<file path="src/rtl/sec_regs_pkg.sv">
package sec_regs_pkg;

  localparam int WORD_W = 32;

  // word indices of the register port
  localparam logic [2:0] A_CTL   = 3'd0;
  localparam logic [2:0] A_VTAB  = 3'd1;
  localparam logic [2:0] A_RST   = 3'd2;
  localparam logic [2:0] A_PRI0  = 3'd3;
  localparam logic [2:0] A_HSTAT = 3'd6;

  // control/status word bit positions
  localparam int B_NMI_SET  = 31;
  localparam int B_SV_SET   = 28;
  localparam int B_SV_CLR   = 27;
  localparam int B_TK_SET   = 26;
  localparam int B_TK_CLR   = 25;
  localparam int B_EXT_PEND = 22;
  localparam int B_BASE_RET = 11;
  localparam int F_PVEC_LSB = 12;

  // reset word
  localparam logic [15:0] RST_KEY_WR = 16'h05FA;
  localparam logic [15:0] RST_KEY_RD = 16'hFA05;
  localparam int          B_SYSRST   = 2;

  // vector numbers of the system handlers
  localparam int V_MEM = 4, V_BUS = 5, V_USE = 6, V_SVC = 11;
  localparam int V_DBG = 12, V_SV = 14, V_TK = 15;

  function automatic logic [WORD_W-1:0] vtab_clean(input logic [WORD_W-1:0] w);
    return {w[WORD_W-1:7], 7'd0};
  endfunction

  function automatic logic key_ok(input logic [WORD_W-1:0] w);
    return w[31:16] == RST_KEY_WR;
  endfunction

  function automatic logic [WORD_W-1:0] ctl_word(
      input logic [WORD_W-1:0] act_vec, input logic act_valid, input logic nested,
      input logic [WORD_W-1:0] pend_vec, input logic pend_valid, input logic ext,
      input logic [2:0] flags);
    logic [WORD_W-1:0] w;
    w = act_valid ? act_vec : '0;
    if (pend_valid) w = w | (pend_vec << F_PVEC_LSB);
    w[B_BASE_RET] = !act_valid || !nested;
    w[B_EXT_PEND] = ext;
    w[B_TK_SET]   = flags[2];
    w[B_SV_SET]   = flags[1];
    w[B_NMI_SET]  = flags[0];
    return w;
  endfunction

  function automatic logic [WORD_W-1:0] hstat_word(
      input logic [15:0] act, input logic [15:0] pend, input logic [2:0] en);
    logic [WORD_W-1:0] w;
    w = '0;
    w[0]  = act[V_MEM];
    w[1]  = act[V_BUS];
    w[3]  = act[V_USE];
    w[7]  = act[V_SVC];
    w[8]  = act[V_DBG];
    w[10] = act[V_SV];
    w[11] = act[V_TK];
    w[12] = pend[V_USE];
    w[13] = pend[V_MEM];
    w[14] = pend[V_BUS];
    w[15] = pend[V_SVC];
    w[18:16] = en;
    return w;
  endfunction

endpackage

</file>
<file path="src/rtl/sec_pend_flag.sv">
module sec_pend_flag (
  input  logic clk,
  input  logic rst_n,
  input  logic sw_set,
  input  logic sw_clr,
  input  logic hw_set,
  input  logic hw_clr,
  output logic flag_q
);

  logic set_any;
  logic clr_any;

  assign set_any = sw_set | hw_set;
  assign clr_any = sw_clr | hw_clr;

  always_ff @(posedge clk) begin
    if (!rst_n)       flag_q <= 1'b0;
    else if (set_any) flag_q <= 1'b1;
    else if (clr_any) flag_q <= 1'b0;
  end


  set_wins_chk: assert property (@(posedge clk) disable iff (!rst_n)
    set_any |=> flag_q);

  clr_takes_chk: assert property (@(posedge clk) disable iff (!rst_n)
    (clr_any && !set_any) |=> !flag_q);

  flag_hold_chk: assert property (@(posedge clk) disable iff (!rst_n)
    (!set_any && !clr_any) |=> $stable(flag_q));

endmodule

</file>
<file path="src/rtl/sec_cfg_regs.sv">
module sec_cfg_regs
  import sec_regs_pkg::*;
#(
  parameter int ADDR_W     = 3,
  parameter int PRIO_WORDS = 3,
  parameter int PRIO_W     = 8
) (
  input  logic                         clk,
  input  logic                         rst_n,
  input  logic                         wr_en,
  input  logic [ADDR_W-1:0]            wr_addr,
  input  logic [WORD_W-1:0]            wr_data,
  output logic [PRIO_WORDS*WORD_W-1:0] prio_q,
  output logic [2:0]                   fault_en_q,
  output logic [WORD_W-1:0]            vtab_q,
  output logic                         rst_req_q
);

  localparam int PRIO_PER_WORD = WORD_W / PRIO_W;

  logic wr_vtab, wr_hstat, wr_rst, rst_fire;

  assign wr_vtab  = wr_en && (wr_addr == ADDR_W'(A_VTAB));
  assign wr_hstat = wr_en && (wr_addr == ADDR_W'(A_HSTAT));
  assign wr_rst   = wr_en && (wr_addr == ADDR_W'(A_RST));
  assign rst_fire = wr_rst && key_ok(wr_data) && wr_data[B_SYSRST];

  for (genvar k = 0; k < PRIO_WORDS; k++) begin : g_prio
    logic hit;
    assign hit = wr_en && (wr_addr == ADDR_W'(int'(A_PRI0) + k));
    for (genvar b = 0; b < PRIO_PER_WORD; b++) begin : g_byte
      always_ff @(posedge clk) begin
        if (!rst_n)   prio_q[k*WORD_W + b*PRIO_W +: PRIO_W] <= '0;
        else if (hit) prio_q[k*WORD_W + b*PRIO_W +: PRIO_W] <= wr_data[b*PRIO_W +: PRIO_W];
      end
    end
  end

  always_ff @(posedge clk) begin
    if (!rst_n) begin
      fault_en_q <= '0;
      vtab_q     <= '0;
      rst_req_q  <= 1'b0;
    end else begin
      if (wr_hstat) fault_en_q <= wr_data[18:16];
      if (wr_vtab)  vtab_q     <= vtab_clean(wr_data);
      rst_req_q <= rst_fire;
    end
  end


  rst_pulse_one_chk: assert property (@(posedge clk) disable iff (!rst_n)
    rst_req_q |=> !rst_req_q);

  rst_needs_key_chk: assert property (@(posedge clk) disable iff (!rst_n)
    (wr_rst && wr_data[31:16] != 16'h05FA) |=> !rst_req_q);

  vtab_low_zero_chk: assert property (@(posedge clk) disable iff (!rst_n)
    vtab_q[6:0] == 7'd0);

  fault_en_wr_chk: assert property (@(posedge clk) disable iff (!rst_n)
    wr_hstat |=> fault_en_q == $past(wr_data[18:16]));

endmodule

</file>
<file path="src/rtl/sec_read_port.sv">
module sec_read_port
  import sec_regs_pkg::*;
#(
  parameter int ADDR_W     = 3,
  parameter int VEC_W      = 9,
  parameter int PRIO_WORDS = 3
) (
  input  logic                         clk,
  input  logic                         rst_n,
  input  logic                         rd_en,
  input  logic [ADDR_W-1:0]            rd_addr,
  input  logic [VEC_W-1:0]             act_vec,
  input  logic                         act_valid,
  input  logic                         act_nested,
  input  logic [VEC_W-1:0]             pend_vec,
  input  logic                         pend_valid,
  input  logic                         ext_pend,
  input  logic [15:0]                  exc_active,
  input  logic [15:0]                  exc_pend,
  input  logic [2:0]                   flags,
  input  logic [2:0]                   fault_en,
  input  logic [PRIO_WORDS*WORD_W-1:0] prio,
  input  logic [WORD_W-1:0]            vtab,
  output logic [WORD_W-1:0]            rdata_q
);

  logic [WORD_W-1:0] rd_word;

  always_comb begin
    rd_word = '0;
    case (rd_addr)
      ADDR_W'(A_CTL):   rd_word = ctl_word(WORD_W'(act_vec), act_valid, act_nested,
                                           WORD_W'(pend_vec), pend_valid, ext_pend, flags);
      ADDR_W'(A_VTAB):  rd_word = vtab;
      ADDR_W'(A_RST):   rd_word = {RST_KEY_RD, 16'd0};
      ADDR_W'(A_HSTAT): rd_word = hstat_word(exc_active, exc_pend, fault_en);
      default: begin
        for (int k = 0; k < PRIO_WORDS; k++)
          if (rd_addr == ADDR_W'(int'(A_PRI0) + k)) rd_word = prio[k*WORD_W +: WORD_W];
      end
    endcase
  end

  always_ff @(posedge clk) begin
    if (!rst_n)     rdata_q <= '0;
    else if (rd_en) rdata_q <= rd_word;
  end


  rd_hold_chk: assert property (@(posedge clk) disable iff (!rst_n)
    !rd_en |=> $stable(rdata_q));

  rd_unmapped_chk: assert property (@(posedge clk) disable iff (!rst_n)
    (rd_en && rd_addr == ADDR_W'(7)) |=> rdata_q == '0);

  base_ret_chk: assert property (@(posedge clk) disable iff (!rst_n)
    (rd_en && rd_addr == ADDR_W'(A_CTL) && !act_valid) |=> rdata_q[11]);

endmodule

</file>
<file path="src/rtl/sec_ctrl_regs.sv">
module sec_ctrl_regs
  import sec_regs_pkg::*;
#(
  parameter int ADDR_W     = 3,
  parameter int VEC_W      = 9,
  parameter int PRIO_WORDS = 3,
  parameter int PRIO_W     = 8
) (
  input  logic                         clk,
  input  logic                         rst_n,
  input  logic                         reg_en,
  input  logic                         reg_we,
  input  logic [ADDR_W-1:0]            reg_addr,
  input  logic [31:0]                  reg_wdata,
  output logic [31:0]                  reg_rdata,
  input  logic                         tick_evt_i,
  input  logic [2:0]                   taken_i,
  input  logic [VEC_W-1:0]             act_vec_i,
  input  logic                         act_valid_i,
  input  logic                         act_nested_i,
  input  logic [VEC_W-1:0]             pend_vec_i,
  input  logic                         pend_valid_i,
  input  logic                         ext_pend_i,
  input  logic [15:0]                  exc_active_i,
  input  logic [15:0]                  exc_pend_i,
  output logic [2:0]                   pend_o,
  output logic [2:0]                   fault_en_o,
  output logic [PRIO_WORDS*WORD_W-1:0] prio_o,
  output logic [31:0]                  vtab_base_o,
  output logic                         sys_reset_req_o
);

  localparam int NFLAG = 3;

  logic wr_ctl, wr_any, rd_any;
  logic [NFLAG-1:0] sw_set, sw_clr, hw_set;

  assign wr_any = reg_en && reg_we;
  assign rd_any = reg_en && !reg_we;
  assign wr_ctl = wr_any && (reg_addr == ADDR_W'(A_CTL));

  // flag 0: non-maskable (no software clear), 1: deferred service, 2: tick
  assign sw_set = {wr_ctl && reg_wdata[B_TK_SET], wr_ctl && reg_wdata[B_SV_SET],
                   wr_ctl && reg_wdata[B_NMI_SET]};
  assign sw_clr = {wr_ctl && reg_wdata[B_TK_CLR], wr_ctl && reg_wdata[B_SV_CLR], 1'b0};
  assign hw_set = {tick_evt_i, 2'b00};

  for (genvar i = 0; i < NFLAG; i++) begin : g_flag
    sec_pend_flag u_flag (
      .clk    (clk),
      .rst_n  (rst_n),
      .sw_set (sw_set[i]),
      .sw_clr (sw_clr[i]),
      .hw_set (hw_set[i]),
      .hw_clr (taken_i[i]),
      .flag_q (pend_o[i])
    );
  end

  sec_cfg_regs #(.ADDR_W(ADDR_W), .PRIO_WORDS(PRIO_WORDS), .PRIO_W(PRIO_W)) u_cfg (
    .clk        (clk),
    .rst_n      (rst_n),
    .wr_en      (wr_any),
    .wr_addr    (reg_addr),
    .wr_data    (reg_wdata),
    .prio_q     (prio_o),
    .fault_en_q (fault_en_o),
    .vtab_q     (vtab_base_o),
    .rst_req_q  (sys_reset_req_o)
  );

  sec_read_port #(.ADDR_W(ADDR_W), .VEC_W(VEC_W), .PRIO_WORDS(PRIO_WORDS)) u_rd (
    .clk        (clk),
    .rst_n      (rst_n),
    .rd_en      (rd_any),
    .rd_addr    (reg_addr),
    .act_vec    (act_vec_i),
    .act_valid  (act_valid_i),
    .act_nested (act_nested_i),
    .pend_vec   (pend_vec_i),
    .pend_valid (pend_valid_i),
    .ext_pend   (ext_pend_i),
    .exc_active (exc_active_i),
    .exc_pend   (exc_pend_i),
    .flags      (pend_o),
    .fault_en   (fault_en_o),
    .prio       (prio_o),
    .vtab       (vtab_base_o),
    .rdata_q    (reg_rdata)
  );


  nmi_no_sw_clr_chk: assert property (@(posedge clk) disable iff (!rst_n)
    (pend_o[0] && !taken_i[0]) |=> pend_o[0]);

  tick_evt_wins_chk: assert property (@(posedge clk) disable iff (!rst_n)
    tick_evt_i |=> pend_o[2]);

  unmapped_wr_chk: assert property (@(posedge clk) disable iff (!rst_n)
    (wr_any && reg_addr == ADDR_W'(7)) |=> ($stable(prio_o) && $stable(vtab_base_o)
                                            && $stable(fault_en_o)));

endmodule

</file>
<file path="config.mk">
export PLATFORM = sky130hd
export DESIGN_NAME = sec_ctrl_regs
export DESIGN_NICKNAME = d
export VERILOG_FILES = /design/src/rtl/sec_regs_pkg.sv /design/src/rtl/sec_pend_flag.sv /design/src/rtl/sec_cfg_regs.sv /design/src/rtl/sec_read_port.sv /design/src/rtl/sec_ctrl_regs.sv
export SDC_FILE = /design/constraint.sdc
export NUM_CORES = 1
export LEC_CHECK = 0
export BUFFER_PORTS_ARGS = -buffer_cell sky130_fd_sc_hd__buf_4
export CORE_ASPECT_RATIO = 0.7
export CORE_MARGIN = 5
export CORE_UTILIZATION = 50
export DETAILED_ROUTE_END_ITERATION = 8
export PLACE_DENSITY_LB_ADDON = 0.05
export SETUP_SLACK_MARGIN = 0.5
export SYNTH_ARGS = -nofsm -noshare
export SYNTH_HDL_FRONTEND = slang
export SYNTH_SLANG_ARGS = --single-unit
</file>
<file path="constraint.sdc">
create_clock -name clk -period 1.6 [get_ports clk]
set_input_delay 0.08 -clock clk [delete_from_list [all_inputs] [get_ports clk]]
set_output_delay 0.08 -clock clk [all_outputs]
set_load 0.02 [all_outputs]
</file>
# Word level (Yosys, flattened, before mapping)
# Index checks and enable logic that the tools add are counted.
# classes
n_eq_ne	7
n_mux	12
n_bitwise	4
reduce_logical	24
# ops
operator	n
$pmux W32 S4	1
$mux W32	3
$mux W31	1
$or A31 B21 Y31	1
$eq A16 B11 Y1 const B	1
$logic_and A1 B1 Y1	16
$eq A3 B3 Y1 const B	3
$mux W9	1
$eq A3 B2 Y1 const B	2
$mux W1	6
$reduce_bool A2 Y1	3
$eq A3 B1 Y1 const B	1
$logic_not A1 Y1	3
$logic_not A3 Y1	1
$or A1 B1 Y1	3
$logic_or A1 B1 Y1	1
# word_totals
regBits	160

# Logic depth before layout (Yosys ltp)
# depth
depth_word	6
depth_mapped	7
depth_no_buf	4

# Hierarchy
# From an unflattened synthesis, not the netlist that was laid out.
# hier_totals
cells_unflattened	879
area_unflattened_um2	7898.8
# modules_own_cells
mod	n_inst	cells_each	area_each_um2
sec_cfg_regs	1	561	5268.8
sec_read_port	1	291	2429.8
sec_pend_flag	3	4	41.3
sec_ctrl_regs	1	15	76.3

# Worst setup path after synthesis
# No wires, ideal clock.
# synth_path
path_kind	register to register
from	register u_cfg.prio_q[86]
to	register u_rd.rdata_q[22]
setup_time_ns	0.123
arrival_ns	1.133
required_ns	1.477
setup_slack_ns	0.344
path_stages_with_launch	4
cell_sequence	dfxtp_1 mux4_2 a221oi_1 nor2_1
# synth_between
elab_chain_len	2
# synth_lines
item	line	text
from (decl)	sec_cfg_regs.sv:13	output logic [PRIO_WORDS*WORD_W-1:0] prio_q,
from (signal, indexed assignment)	sec_cfg_regs.sv:34	else if (hit) prio_q[k*WORD_W + b*PRIO_W +: PRIO_W] <= wr_data[b*PRIO_W +: PRIO_W];
$mux W32	sec_read_port.sv:39	if (rd_addr == ADDR_W'(int'(A_PRI0) + k)) rd_word = prio[k*WORD_W +: WORD_W];
$pmux W32 S4	sec_read_port.sv:31	case (rd_addr)
to (signal assigned)	sec_read_port.sv:46	else if (rd_en) rdata_q <= rd_word;
to (decl)	sec_read_port.sv:24	output logic [WORD_W-1:0] rdata_q
# Every way passes these cells.
# A chain may end at the register's enable or synchronous reset.

# Worst setup path after layout
# Ends and elaborated chain as after synthesis.

==> results.yml <==
run_status:
  status: "finished with violations"
  violations: "negative hold slack"
synth:
  synth_top_area_share_pct: 44.4
  synth_flop_cell: "dfxtp_1"
  async_flop_share_pct: 0
  synth-edff-count: 0
  netlist_instances: 842
  synth.distinct_cells: 44
  synth.area.top_cells: "dfxtp_1 44%, nand2_1 13%, a21boi_0 9.6%"
  yosysMostFrequentCell: "nand2_1"
  syn_avg_cell_area_sq_um: 8.57
  synth_common_cells: "257 x nand2_1, 160 x dfxtp_1, 92 x a21boi_0"
  synth_seq_cells: 160
  synth_top_area_cell: "dfxtp_1"
  syn_area_sq_mm: 0.00721
  synth-seq-area-share_pct: 44.4
  yosys_warnings: 0
clocking:
  htreeDepth: 4
  numCtsBuffers: 17
  path_clk_slew_ns: 0.07
  cts_tree: "done"
  clockBufferDepth: 2
  clk-insertion-delay-late_ns: 0.42
  clock_sinks: 160
  root_buffer: "clkbuf_16"
setup_path:
  crit_start: "u_cfg.prio_q[86]"
  reg2reg_to: "u_rd.rdata_q[22]"
  cpPeakStageDelay_ns: 0.48
  worstReg2RegStart: "u_cfg.prio_q[86]"
  cp_top_family: "multiplexers"
  crit_end: "u_rd.rdata_q[22]"
  cp_num_buf_inv: 0
  end_kind: "register"
  crit_type: "reg -> reg"
  cp_cell_sequence: "mux4_2, a221oi_2, nor2_1"
  critical-path-slowest-cell: "mux4_2"
  r2r_slack_ns: 0.38
  worst_ep_arrival_time_ns: 1.52
  path_depth: 3
  r2r_cells: 3
  required_ns: 1.90
  cp_max_fo: 2
  start_kind: "register"
global_routing:
  antenna_found_initial: 0
  overflow: 0
  grt_pass1_vias: 7188
  globalRouteTotalUtil_pct: 29.3
  grt_pass1_wl_um: 40100
  grt_max_degree: 89
detailed_routing:
  initialDrtViolationCount: 454
  dr.pass1.iters: 5
  vias: 7200
  via_per_inst: 5.48
  wl_per_cell_um: 19.5
  routed_wl_um: 25700
  drc: 0
  drtAntennaViolNets: 0
timing:
  finalSetupViolations: 0
  min_period_ns: 1.22
  hold_ws_ns: -0.0393
  fin_skew_ns: 0.0104
  final.period_utilization_pct: 76.0
  slew_headroom_pct: 59.2
  hold_viol_final: 6
  tightest_slew_ns: 0.612
  tns_ns: 0
  max_freq_mhz: 823
  slew_violations: 0
  worst_slack_ns: 0.385
  rsz0062_at_grt: "yes"
pwr:
  p_per_area_mw_per_mm2: 879
  power_w: 0.00935
  ir_drop_mv: 0.726
  p_leak_nw: 4.49
finish:
  layout-drive-gt1-share_pct: 36.6
  fin_nets: 1208
  diodes: 0
  area.growth.synth_to_final_pct: 47.5
  final_core_util_pct: 75.9
floorplan:
  dieArea_sq_mm: 0.0170
  die_w_um: 154
  initial_utilization_pct: 51.5
  io_pins: 264
  dieHeight_um: 110
  num_rows: 36
  core-area_sq_mm: 0.0140
place:
  dpl.hpwl_um: 17500
  pre_cts_ws_ns: 0.106
  portBuffers: 235
  gp_congestion: 0.827
worst_hold_path:
  hold_path.class: "in -> reg"
flow_run:
  cap_viol_max_count: 0
==> layout make-up <==
cell class	instances	area (sq um)
flip-flops and latches	160	3240
clock buffers	20	457
clock inverters	12	126
fillers	1040	3370
inverters	4	15.0
repair buffers	322	2710
well taps	190	238
multi-input cells	606	3850
==> tightest hold or removal path: cells and delay by family <==
family          cells  cell delay (ns)
compound gates      1             0.05
buf+inv             1             0.14
simple gates        1             0.06
==> where the power goes <==
group	leakage, nW	switching, W	total, W	internal [W]
Sequential	1.31	0.0000638	0.00414	0.00407
Combinational	2.90	0.000639	0.00119	0.000556
Clock	0.279	0.00176	0.00402	0.00226
Total	4.49	0.00246	0.00935	0.00689
==> timing repair <==
item	in CTS	in global routing
resized for setup	17	49
setup endpoints to repair	15	35
hold buffers	44	1
pin swaps	3	11
endpoints found under the hold margin	132	8
setup buffers	2	4
==> worst min path at each step <==
stage / startpoint / to / cells past startpoint
after global placement: act_vec_i[4] / u_rd.rdata_q[4] / 3
final: reg_wdata[30] / u_cfg.vtab_q[30] / 3
after CTS: reg_wdata[29] / u_cfg.prio_q[93] / 3
after detailed placement: act_vec_i[2] / u_rd.rdata_q[2] / 3
after global routing: reg_wdata[30] / u_cfg.prio_q[94] / 3
after floorplan: reg_wdata[22] / u_cfg.prio_q[86] / 2
==> sequential cells by signal, indices dropped and copies added (netlist names) <==
register,count
u_cfg.prio_q,96
u_rd.rdata_q,32
u_cfg.vtab_q,25
g_flag.u_flag.flag_q,3
u_cfg.fault_en_q,3
u_cfg.rst_req_q,1
==> metal layers <==
layer	up-vias	GRT usage [%]	wire, um
met2	303	47.8	12100
met3	48	8.56	2100
met1	3414	37.3	10900
li1	3435	-	-
met5	-	0	0
met4	0	9.88	563
==> cell usage in the layout, fill, tap and decap left out, types with 17 or more instances in the layout <==
master,instances
dfxtp_1,128
a21boi_1,34
dlygate4sd3_1,42
nand2_1,257
a22oi_2,19
o211a_1,20
dfxtp_2,32
clkbuf_16,17
o21ai_0,21
mux2_2,20
a21boi_0,92
buf_4,260
a21oi_1,26
==> cell families after synthesis <==
group	after synthesis	share of synthesized area (%)
other	1	0.0520
DFF	160	44.4
buffers and inverters	82	5.74
and+or+nand+nor	304	17.9
AOI/OAI and AO/OA	261	26.4
muxes	34	5.43
==> stage by stage <==
stage | cells | hold slack, ns | instance area, sq um
6_report | 1314 | -0.0393 | 10600
5_1_grt | 1314 | -0.0556 | 10600
4_1_cts | 1309 | -0.0575 | 10500
3_5_place_dp | 1231 | 0.354 | 9360
3_3_place_gp | 1231 | 0.347 | 9360
2_1_floorplan | 848 | 0.207 | 7380
Note: power is estimated with default switching activity, not from simulation.
